==> config.mk <==
export PLATFORM = sky130hd
export DESIGN_NAME = serial_dbg_target
export DESIGN_NICKNAME = d
export VERILOG_FILES = /design/src/rtl/sdt_pkg.sv /design/src/rtl/sdt_control.sv /design/src/rtl/sdt_datapath.sv /design/src/rtl/serial_dbg_target.sv
export SDC_FILE = /design/constraint.sdc
export NUM_CORES = 1
export LEC_CHECK = 0
export BUFFER_PORTS_ARGS = -buffer_cell sky130_fd_sc_hd__clkbuf_2
export CAP_MARGIN = 20
export CORE_UTILIZATION = 55
export CTS_CLUSTER_DIAMETER = 30
export DETAILED_ROUTE_END_ITERATION = 7
export PLACE_DENSITY = 0.77
export SYNTH_ARGS = -nofsm -noshare
export SYNTH_HDL_FRONTEND = slang
export SYNTH_HIERARCHICAL = 1
export SYNTH_SLANG_ARGS = --single-unit
==> constraint.sdc <==
create_clock -name clk -period 2.9 [get_ports clk]
set_input_delay 0.29 -clock clk [delete_from_list [all_inputs] [get_ports clk]]
set_output_delay 0.29 -clock clk [all_outputs]
set_load 0.01 [all_outputs]
==> src/rtl/sdt_pkg.sv <==
package sdt_pkg;

  typedef enum logic [2:0] {
    ST_IDLE,
    ST_REQ,
    ST_TRNA,
    ST_ACK,
    ST_TRNW,
    ST_WDATA,
    ST_RDATA,
    ST_TRNE
  } sdtStateT;

  // strobes from the control to the datapath
  typedef struct packed {
    logic capReq;
    logic latchAck;
    logic loadRd;
    logic capWr;
    logic fireWr;
    logic drvAck;
    logic drvRd;
  } sdtCtrlT;

  localparam logic [2:0] ACK_OK    = 3'b001;
  localparam logic [2:0] ACK_WAIT  = 3'b010;
  localparam logic [2:0] ACK_FAULT = 3'b100;

endpackage

==> src/rtl/sdt_control.sv <==
module sdt_control
  import sdt_pkg::*;
#(
  parameter int DATA_W   = 32,
  parameter int TURN_LEN = 1,
  parameter int CNT_W    = 6
) (
  input  logic             clk,
  input  logic             rstN,
  input  logic             dataIn,
  input  logic             reqGood,
  input  logic             ackOk,
  input  logic             isRead,
  output sdtCtrlT          ctrl,
  output logic [CNT_W-1:0] bitCnt,
  output sdtStateT         state
);

  localparam logic [CNT_W-1:0] LAST_BIT  = CNT_W'(DATA_W);
  localparam logic [CNT_W-1:0] TURN_LAST = CNT_W'(TURN_LEN - 1);
  localparam logic [CNT_W-1:0] REQ_LAST  = CNT_W'(7);
  localparam logic [CNT_W-1:0] ACK_LAST  = CNT_W'(2);

  logic turnDone;
  assign turnDone = (bitCnt == TURN_LAST);

  always_comb begin
    ctrl          = '0;
    ctrl.capReq   = ((state == ST_IDLE) && dataIn) || (state == ST_REQ);
    ctrl.latchAck = (state == ST_TRNA) && turnDone;
    ctrl.loadRd   = (state == ST_ACK) && (bitCnt == ACK_LAST) && ackOk && isRead;
    ctrl.capWr    = (state == ST_WDATA);
    ctrl.fireWr   = (state == ST_WDATA) && (bitCnt == LAST_BIT);
    ctrl.drvAck   = (state == ST_ACK);
    ctrl.drvRd    = (state == ST_RDATA);
  end

  always_ff @(posedge clk or negedge rstN) begin
    if (!rstN) begin
      state  <= ST_IDLE;
      bitCnt <= '0;
    end else begin
      unique case (state)
        ST_IDLE: if (dataIn) begin
          state  <= ST_REQ;
          bitCnt <= CNT_W'(1);
        end
        ST_REQ: begin
          if (bitCnt == REQ_LAST) begin
            state  <= reqGood ? ST_TRNA : ST_IDLE;
            bitCnt <= '0;
          end else begin
            bitCnt <= bitCnt + 1'b1;
          end
        end
        ST_TRNA: begin
          if (turnDone) begin
            state  <= ST_ACK;
            bitCnt <= '0;
          end else begin
            bitCnt <= bitCnt + 1'b1;
          end
        end
        ST_ACK: begin
          if (bitCnt == ACK_LAST) begin
            bitCnt <= '0;
            if (!ackOk)      state <= ST_TRNE;
            else if (isRead) state <= ST_RDATA;
            else             state <= ST_TRNW;
          end else begin
            bitCnt <= bitCnt + 1'b1;
          end
        end
        ST_TRNW: begin
          if (turnDone) begin
            state  <= ST_WDATA;
            bitCnt <= '0;
          end else begin
            bitCnt <= bitCnt + 1'b1;
          end
        end
        ST_WDATA, ST_RDATA: begin
          if (bitCnt == LAST_BIT) begin
            state  <= (state == ST_WDATA) ? ST_IDLE : ST_TRNE;
            bitCnt <= '0;
          end else begin
            bitCnt <= bitCnt + 1'b1;
          end
        end
        ST_TRNE: begin
          if (turnDone) begin
            state  <= ST_IDLE;
            bitCnt <= '0;
          end else begin
            bitCnt <= bitCnt + 1'b1;
          end
        end
        default: begin
          state  <= ST_IDLE;
          bitCnt <= '0;
        end
      endcase
    end
  end

  // a bad request drops straight back to hunting
  assert_bad_req_idle_R2: assert property (@(posedge clk) disable iff (!rstN)
    (state == ST_REQ && bitCnt == REQ_LAST && !reqGood) |=> (state == ST_IDLE));

  assert_ack_after_turn_R3: assert property (@(posedge clk) disable iff (!rstN)
    (state == ST_ACK && $past(state) != ST_ACK) |-> ($past(state) == ST_TRNA));

  assert_no_data_on_reject_R5: assert property (@(posedge clk) disable iff (!rstN)
    (state == ST_ACK && bitCnt == ACK_LAST && !ackOk) |=> (state == ST_TRNE));

  assert_read_follows_ack_R6: assert property (@(posedge clk) disable iff (!rstN)
    (state == ST_RDATA && $past(state) != ST_RDATA) |-> ($past(state) == ST_ACK));

endmodule

==> src/rtl/sdt_datapath.sv <==
module sdt_datapath
  import sdt_pkg::*;
#(
  parameter int DATA_W = 32,
  parameter int CNT_W  = 6
) (
  input  logic              clk,
  input  logic              rstN,
  input  logic              dataIn,
  input  sdtCtrlT           ctrl,
  input  logic [CNT_W-1:0]  bitCnt,
  input  logic              rspWait,
  input  logic              rspFault,
  input  logic [DATA_W-1:0] regRdata,
  output logic              reqGood,
  output logic              ackOk,
  output logic              isRead,
  output logic              regBank,
  output logic              regRead,
  output logic [1:0]        regAddr,
  output logic [DATA_W-1:0] regWdata,
  output logic              regStrobe,
  output logic              dataOut,
  output logic              dataOe
);

  localparam int IDX_W = $clog2(DATA_W);
  localparam logic [CNT_W-1:0] LAST_BIT = CNT_W'(DATA_W);

  logic [6:0]        reqBits;   // start .. stop, park is taken live
  logic [2:0]        ackReg;
  logic [DATA_W-1:0] dataWord;
  logic              rdPar;
  logic              wrParOk;
  logic              ackBit;
  logic              rdBit;

  // live check on the park edge: start, stop, park and parity
  assign reqGood = reqBits[0] & ~reqBits[6] & dataIn &
                   (reqBits[5] == ^reqBits[4:1]);
  assign regBank = reqBits[1];
  assign regRead = reqBits[2];
  assign isRead  = reqBits[2];
  assign regAddr = reqBits[4:3];
  assign ackOk   = (ackReg == ACK_OK);
  assign regWdata = dataWord;
  assign wrParOk = (dataIn == ^dataWord);

  always_ff @(posedge clk or negedge rstN) begin
    if (!rstN) begin
      reqBits   <= '0;
      ackReg    <= ACK_OK;
      dataWord  <= '0;
      rdPar     <= 1'b0;
      regStrobe <= 1'b0;
    end else begin
      if (ctrl.capReq && bitCnt < CNT_W'(7))
        reqBits[bitCnt[2:0]] <= dataIn;
      if (ctrl.latchAck)
        ackReg <= rspFault ? ACK_FAULT : (rspWait ? ACK_WAIT : ACK_OK);
      if (ctrl.loadRd) begin
        dataWord <= regRdata;
        rdPar    <= ^regRdata;
      end else if (ctrl.capWr && bitCnt != LAST_BIT) begin
        dataWord[bitCnt[IDX_W-1:0]] <= dataIn;
      end
      regStrobe <= ctrl.loadRd | (ctrl.fireWr & wrParOk);
    end
  end

  always_comb begin
    unique case (bitCnt[1:0])
      2'd0:    ackBit = ackReg[0];
      2'd1:    ackBit = ackReg[1];
      default: ackBit = ackReg[2];
    endcase
    rdBit = (bitCnt == LAST_BIT) ? rdPar : dataWord[bitCnt[IDX_W-1:0]];
  end

  // line driver updates on the falling edge only
  always_ff @(negedge clk or negedge rstN) begin
    if (!rstN) begin
      dataOe  <= 1'b0;
      dataOut <= 1'b0;
    end else begin
      dataOe  <= ctrl.drvAck | ctrl.drvRd;
      dataOut <= ctrl.drvAck ? ackBit : (ctrl.drvRd ? rdBit : 1'b0);
    end
  end

  // an accepted write carries a parity bit that matched its word
  assert_write_parity_R8: assert property (@(posedge clk) disable iff (!rstN)
    (regStrobe && !regRead) |-> ((^regWdata) == $past(dataIn)));

endmodule

==> src/rtl/serial_dbg_target.sv <==
module serial_dbg_target
  import sdt_pkg::*;
#(
  parameter int DATA_W   = 32,
  parameter int TURN_LEN = 1
) (
  input  logic              clk,
  input  logic              rstN,
  input  logic              dataIn,
  output logic              dataOut,
  output logic              dataOe,
  input  logic              rspWait,
  input  logic              rspFault,
  output logic              regBank,
  output logic              regRead,
  output logic [1:0]        regAddr,
  output logic [DATA_W-1:0] regWdata,
  input  logic [DATA_W-1:0] regRdata,
  output logic              regStrobe
);

  localparam int CNT_W = $clog2(DATA_W + 1);

  sdtCtrlT          ctrl;
  sdtStateT         state;
  logic [CNT_W-1:0] bitCnt;
  logic             reqGood;
  logic             ackOk;
  logic             isRead;

  sdt_control #(.DATA_W(DATA_W), .TURN_LEN(TURN_LEN), .CNT_W(CNT_W)) u_ctrl (
    .clk(clk), .rstN(rstN), .dataIn(dataIn), .reqGood(reqGood),
    .ackOk(ackOk), .isRead(isRead), .ctrl(ctrl), .bitCnt(bitCnt), .state(state)
  );

  sdt_datapath #(.DATA_W(DATA_W), .CNT_W(CNT_W)) u_dp (
    .clk(clk), .rstN(rstN), .dataIn(dataIn), .ctrl(ctrl), .bitCnt(bitCnt),
    .rspWait(rspWait), .rspFault(rspFault), .regRdata(regRdata),
    .reqGood(reqGood), .ackOk(ackOk), .isRead(isRead), .regBank(regBank),
    .regRead(regRead), .regAddr(regAddr), .regWdata(regWdata),
    .regStrobe(regStrobe), .dataOut(dataOut), .dataOe(dataOe)
  );

  // the driver stays off outside the acknowledge and read-data states
  assert_quiet_turn_R3: assert property (@(posedge clk) disable iff (!rstN)
    (state != ST_ACK && state != ST_RDATA) |-> !dataOe);

endmodule

== Word-level counts from Yosys, hierarchy flattened ==
Cells that the tools add are included.

* Logic and storage cells: 99
* Output and inout port bits: 39
* Register bits after elaboration: 55

* Equal/unequal tests: 22
* Reduce and logical (&&, ||, !) cells: 21
* Multiplexer cells: 34
* $add $sub $neg: 1
* Bitwise operators: 7
* Magnitude comparators: 5

{| class="wikitable"
|+ Operator list
! kind !! count
|-
| $mux 32 || 2
|-
| $reduce_xor 32->1 || 2
|-
| $bwmux 32 || 1
|-
| $mux 3 || 10
|-
| $mux 6 || 5
|-
| $pmux 6 s5 || 1
|-
| $pmux 3 s7 || 1
|-
| $eq 3x3->1 const B || 4
|-
| $logic_and 1x1->1 || 10
|-
| $ne 2x1->1 const B || 4
|-
| $bwmux 7 || 1
|-
| $reduce_and 7->1 || 1
|-
| $add 6x1->6 const B || 1
|-
| $eq 3x1->1 const B || 2
|-
| $eq 3x2->1 const B || 2
|-
| $eq 6x2->1 const B || 1
|-
| $eq 6x3->1 const B || 1
|-
| $eq 6x6->1 const B || 1
|-
| $logic_not 6->1 || 1
|-
| $lt 5x6->1 const B || 1
|-
| $lt 6x3->1 const B || 1
|-
| $mux 1 || 6
|-
| $mux 2 || 3
|-
| $ne 2x2->1 const B || 3
|-
| other kinds (20) || 25
|}

== Depth between registers and ports, before layout ==
* Word-level depth: 7
* Depth in mapped cells: 9

== By module ==
Netlist, hierarchy kept.

{| class="wikitable"
|+ By module, submodules not included
! module !! cells each !! times used !! area each (µm²)
|-
| sdt_datapath || 352 || 1 || 3280.6
|-
| sdt_control || 90 || 1 || 774.5
|}

==> results.json <==
{
  "rsz0062_at_grt": "true",
  "dieArea_sq_mm": 0.007720,
  "synthTopCellsByArea": "dfrtp_1 32%, xnor2_1 13%, mux2i_1 11%",
  "pwr-share-clk": 0.109,
  "die_h_um": 87.87,
  "synth_cell_types": 58,
  "ys_warn_count": 6,
  "p_sw_w": 0.001705,
  "routed_wl_um": 10500,
  "core_sq_mm": 0.006944,
  "hold_class": "in -> async",
  "ir_worst_vdd_v": 0.0003287,
  "cts.sinks": 55,
  "dp.cells": 623,
  "worstPathMaxFanout": 3,
  "grt_pass1_wl_um": 17010,
  "overflow": 0,
  "syn_area_sq_mm": 0.004055,
  "reg2reg_to": "u_dp/dataOut$_DFF_NN0_",
  "drt_first_pass_iters": 5,
  "cts_setup_buffers": 0,
  "start_util": 0.5840,
  "synth_top_family_by_area": "simple AND/OR/NAND/NOR gates",
  "grtUsageTotal": 0.2866,
  "antenna_found_initial": 0,
  "skew_ps": 14.43,
  "setup_viol": 1,
  "via_per_inst": 5.653,
  "synth_mux_area_frac": 0.1524,
  "final_cells": 631,
  "cts_tree": "done",
  "status": "finished with violations",
  "worstMarginPinSlew_ps": 538.6,
  "power_frac_seq": 0.301,
  "syn_nets": 482,
  "yosys.area.top_type": "dfrtp_1",
  "ff2ff_setup_slack_ps": -210,
  "dp_slack_ps": -274.7,
  "clkTransAtPathRegs_ps": 110,
  "final_hold_viol_count": 0,
  "synthCells": 442,
  "yosys.area_share.xor_xnor": 0.1521,
  "cpPeakStageDelay_ps": 500,
  "slowest_stage": "mux4_2",
  "final_nets": 574,
  "violations": "setup timing",
  "cp-end-kind": "flip-flop",
  "clockBufferDepth": 2,
  "routedWlPerCell_um": 16.64,
  "synth_compound_area_frac": 0.1074,
  "layout-drive-gt1-share": 0.2804,
  "synthSimpleGateAreaFrac": 0.1916,
  "syn_to_final_growth_pct": 17.99,
  "p_leak_nw": 2.109,
  "swShare": 0.4278,
  "cpMostUsedCell": "a211oi_2",
  "crit_type": "reg -> reg",
  "portBuffers": 75,
  "ys.flop_type": "dfrtp_1",
  "numCtsBuffers": 5,
  "drv_slew": 0,
  "n_antenna_cell": 0,
  "vias": 3567,
  "syn_area_per_cell_sq_um": 9.175,
  "combPwrFrac": 0.590,
  "grt_pass1_vias": 3439,
  "synth-adder-area-share": 0.009256,
  "clk-insertion-delay-late_ps": 310,
  "worst-endpoint-arrival_ps": 1810,
  "place.gp.congestion": 0.8817,
  "drtIter0Drc": 239,
  "slew_headroom": 0.6410,
  "root_buffer": "clkbuf_8",
  "ios": 76,
  "holdWs_ps": 28.22,
  "drc": 0,
  "critPathLaunchType": "flip-flop",
  "crit_chain": "mux4_2 -> nor2b_1 -> a211oi_2 -> a211oi_2 -> nand4bb_1 -> a22oi_1",
  "fp-row-count": 30,
  "internal-power_w": 0.002280,
  "dp_hpwl_um": 8036,
  "worstReg2RegStart": "u_ctrl/bitCnt[1]$_DFFE_PN0N_",
  "ys_seq_area_frac": 0.3397,
  "ctsHtreeMaxLevel": 2,
  "hold_buffers": 0,
  "synth_edf_count": 0,
  "grt_max_degree": 41,
  "synth.ff_latch_count": 55,
  "postRouteAntennaNets": 0,
  "synth_commonest_cells": "59 x nand2_1, 58 x xnor2_1, 52 x dfrtp_1",
  "dieWidth_um": 87.87,
  "critical_path_required_ps": 1590,
  "reg2regPathDepth": 6,
  "power_density_mw_per_mm2": 832.9,
  "fin_ws_ps": -214.5,
  "synth.most_common_cell": "nand2_1",
  "synth_top_area_share": 0.3209,
  "async_flop_share": 1.000,
  "drv_cap": 0
}
-- flip-flops by register name (all words and copies together) (netlist names) --
signal          count
u_dp/rdPar          1
u_dp/regWdata      32
u_dp/ackReg         3
u_dp/dataOe         1
u_dp/regStrobe      1
u_ctrl/state        3
u_dp/dataOut        1
u_ctrl/bitCnt       6
u_dp/reqBits        7
-- critical path: cells and delay by family, from the launching register on --
family	cells	cell delay, ps
AO/OA/AOI/OAI	3	310
AND/OR/NAND/NOR	2	260
flip-flops	1	430
multiplexers	1	500
-- layer usage --
| metal | share of wire | GRT usage |
|---|---|---|
| met5 | 0 | 0 |
| met4 | 0.012 | 0.06706 |
| met3 | 0.050 | 0.03205 |
| met2 | 0.48 | 0.4658 |
| met1 | 0.46 | 0.4105 |
-- worst max path at each step --
stage                                   endpoint  cells after the start  slack, ps                         start
after global placement    u_dp/dataOut$_DFF_NN0_                      7       -210  u_ctrl/bitCnt[1]$_DFFE_PN0N_
final                     u_dp/dataOut$_DFF_NN0_                      6       -210  u_ctrl/bitCnt[1]$_DFFE_PN0N_
after CTS                 u_dp/dataOut$_DFF_NN0_                      6       -270  u_ctrl/bitCnt[1]$_DFFE_PN0N_
after global routing      u_dp/dataOut$_DFF_NN0_                      6       -290  u_ctrl/bitCnt[1]$_DFFE_PN0N_
after detailed placement  u_dp/dataOut$_DFF_NN0_                      7       -270  u_ctrl/bitCnt[1]$_DFFE_PN0N_
after floorplan           u_dp/dataOut$_DFF_NN0_                      7       -250  u_ctrl/bitCnt[1]$_DFFE_PN0N_
-- logic make-up (layout without fill, tap and decap cells) --
family,Yosys count,count (layout)
AO/OA/AOI/OAI,71,71
AND/OR/NAND/NOR,153,153
adder cells (fa/ha/maj),3,3
multiplexers,58,58
flip-flops,55,55
XOR/XNOR,68,68
buffers and inverters,34,127
-- cell usage in the layout, fill, tap and decap left out, types with 2 or more instances in the layout --
cell type / instances
o211ai_1: 2
inv_1: 5
nor2b_1: 7
nor4b_1: 2
clkbuf_8: 5
nand2_1: 59
mux2_2: 10
buf_4: 38
and2_1: 2
a31oi_1: 3
mux2i_1: 46
a22o_1: 2
a22oi_1: 7
clkinvlp_4: 2
mux4_2: 2
a211oi_2: 2
a21o_1: 4
a21oi_1: 6
nand3b_1: 2
and3b_1: 2
xnor2_1: 58
ha_1: 3
nor3b_1: 4
nor2_1: 33
o22ai_1: 3
nor2_2: 2
clkbuf_2: 75
dfrtp_1: 51
nand4b_1: 2
xor2_1: 8
nand2b_1: 5
or2_2: 2
o21ai_0: 35
nand3_1: 7
nand4_1: 3
nor3_1: 10
dfrtn_1: 2
-- repair_timing --
item	4_1_cts	5_1_grt
endpoints found under the setup margin	1	1
cloned	0	0
endpoints found under the hold margin	0	0
gates resized for setup	1	4
-- stage by stage --
stage               utilization  total power, W  setup TNS (ps)  instance area (sq um)
floorplan                     -        0.002897          -250.2                   4059
global placement         0.6735        0.003437          -210.5                   4677
detailed placement       0.6735        0.003499          -274.7                   4677
CTS                      0.6868        0.003943          -269.0                   4770
global route             0.6890        0.004231          -291.7                   4785
finish                   0.6890        0.003985          -214.5                   4785
-- power by group through the flow --
| stage | sequential [W] | combinational [W] | clock (W) |
|---|---|---|---|
| global route | 0.00123 | 0.00253 | 0.000467 |
| floorplan | 0.00121 | 0.00168 | 0 |
| global placement | 0.00120 | 0.00224 | 0 |
| detailed placement | 0.00121 | 0.00229 | 0 |
| CTS | 0.00119 | 0.00231 | 0.000440 |
| finish | 0.00120 | 0.00235 | 0.000434 |
-- layout make-up --
class	count	area, sq um
clock buffer	5	68.82
clock inverter	3	20.02
fill	586	2160
inverter	5	18.77
multi-input combinational	353	2502
sequential	55	1379
tap	96	120.1
timing repair buffer	114	675.6
(Power assumes the default switching activity.)
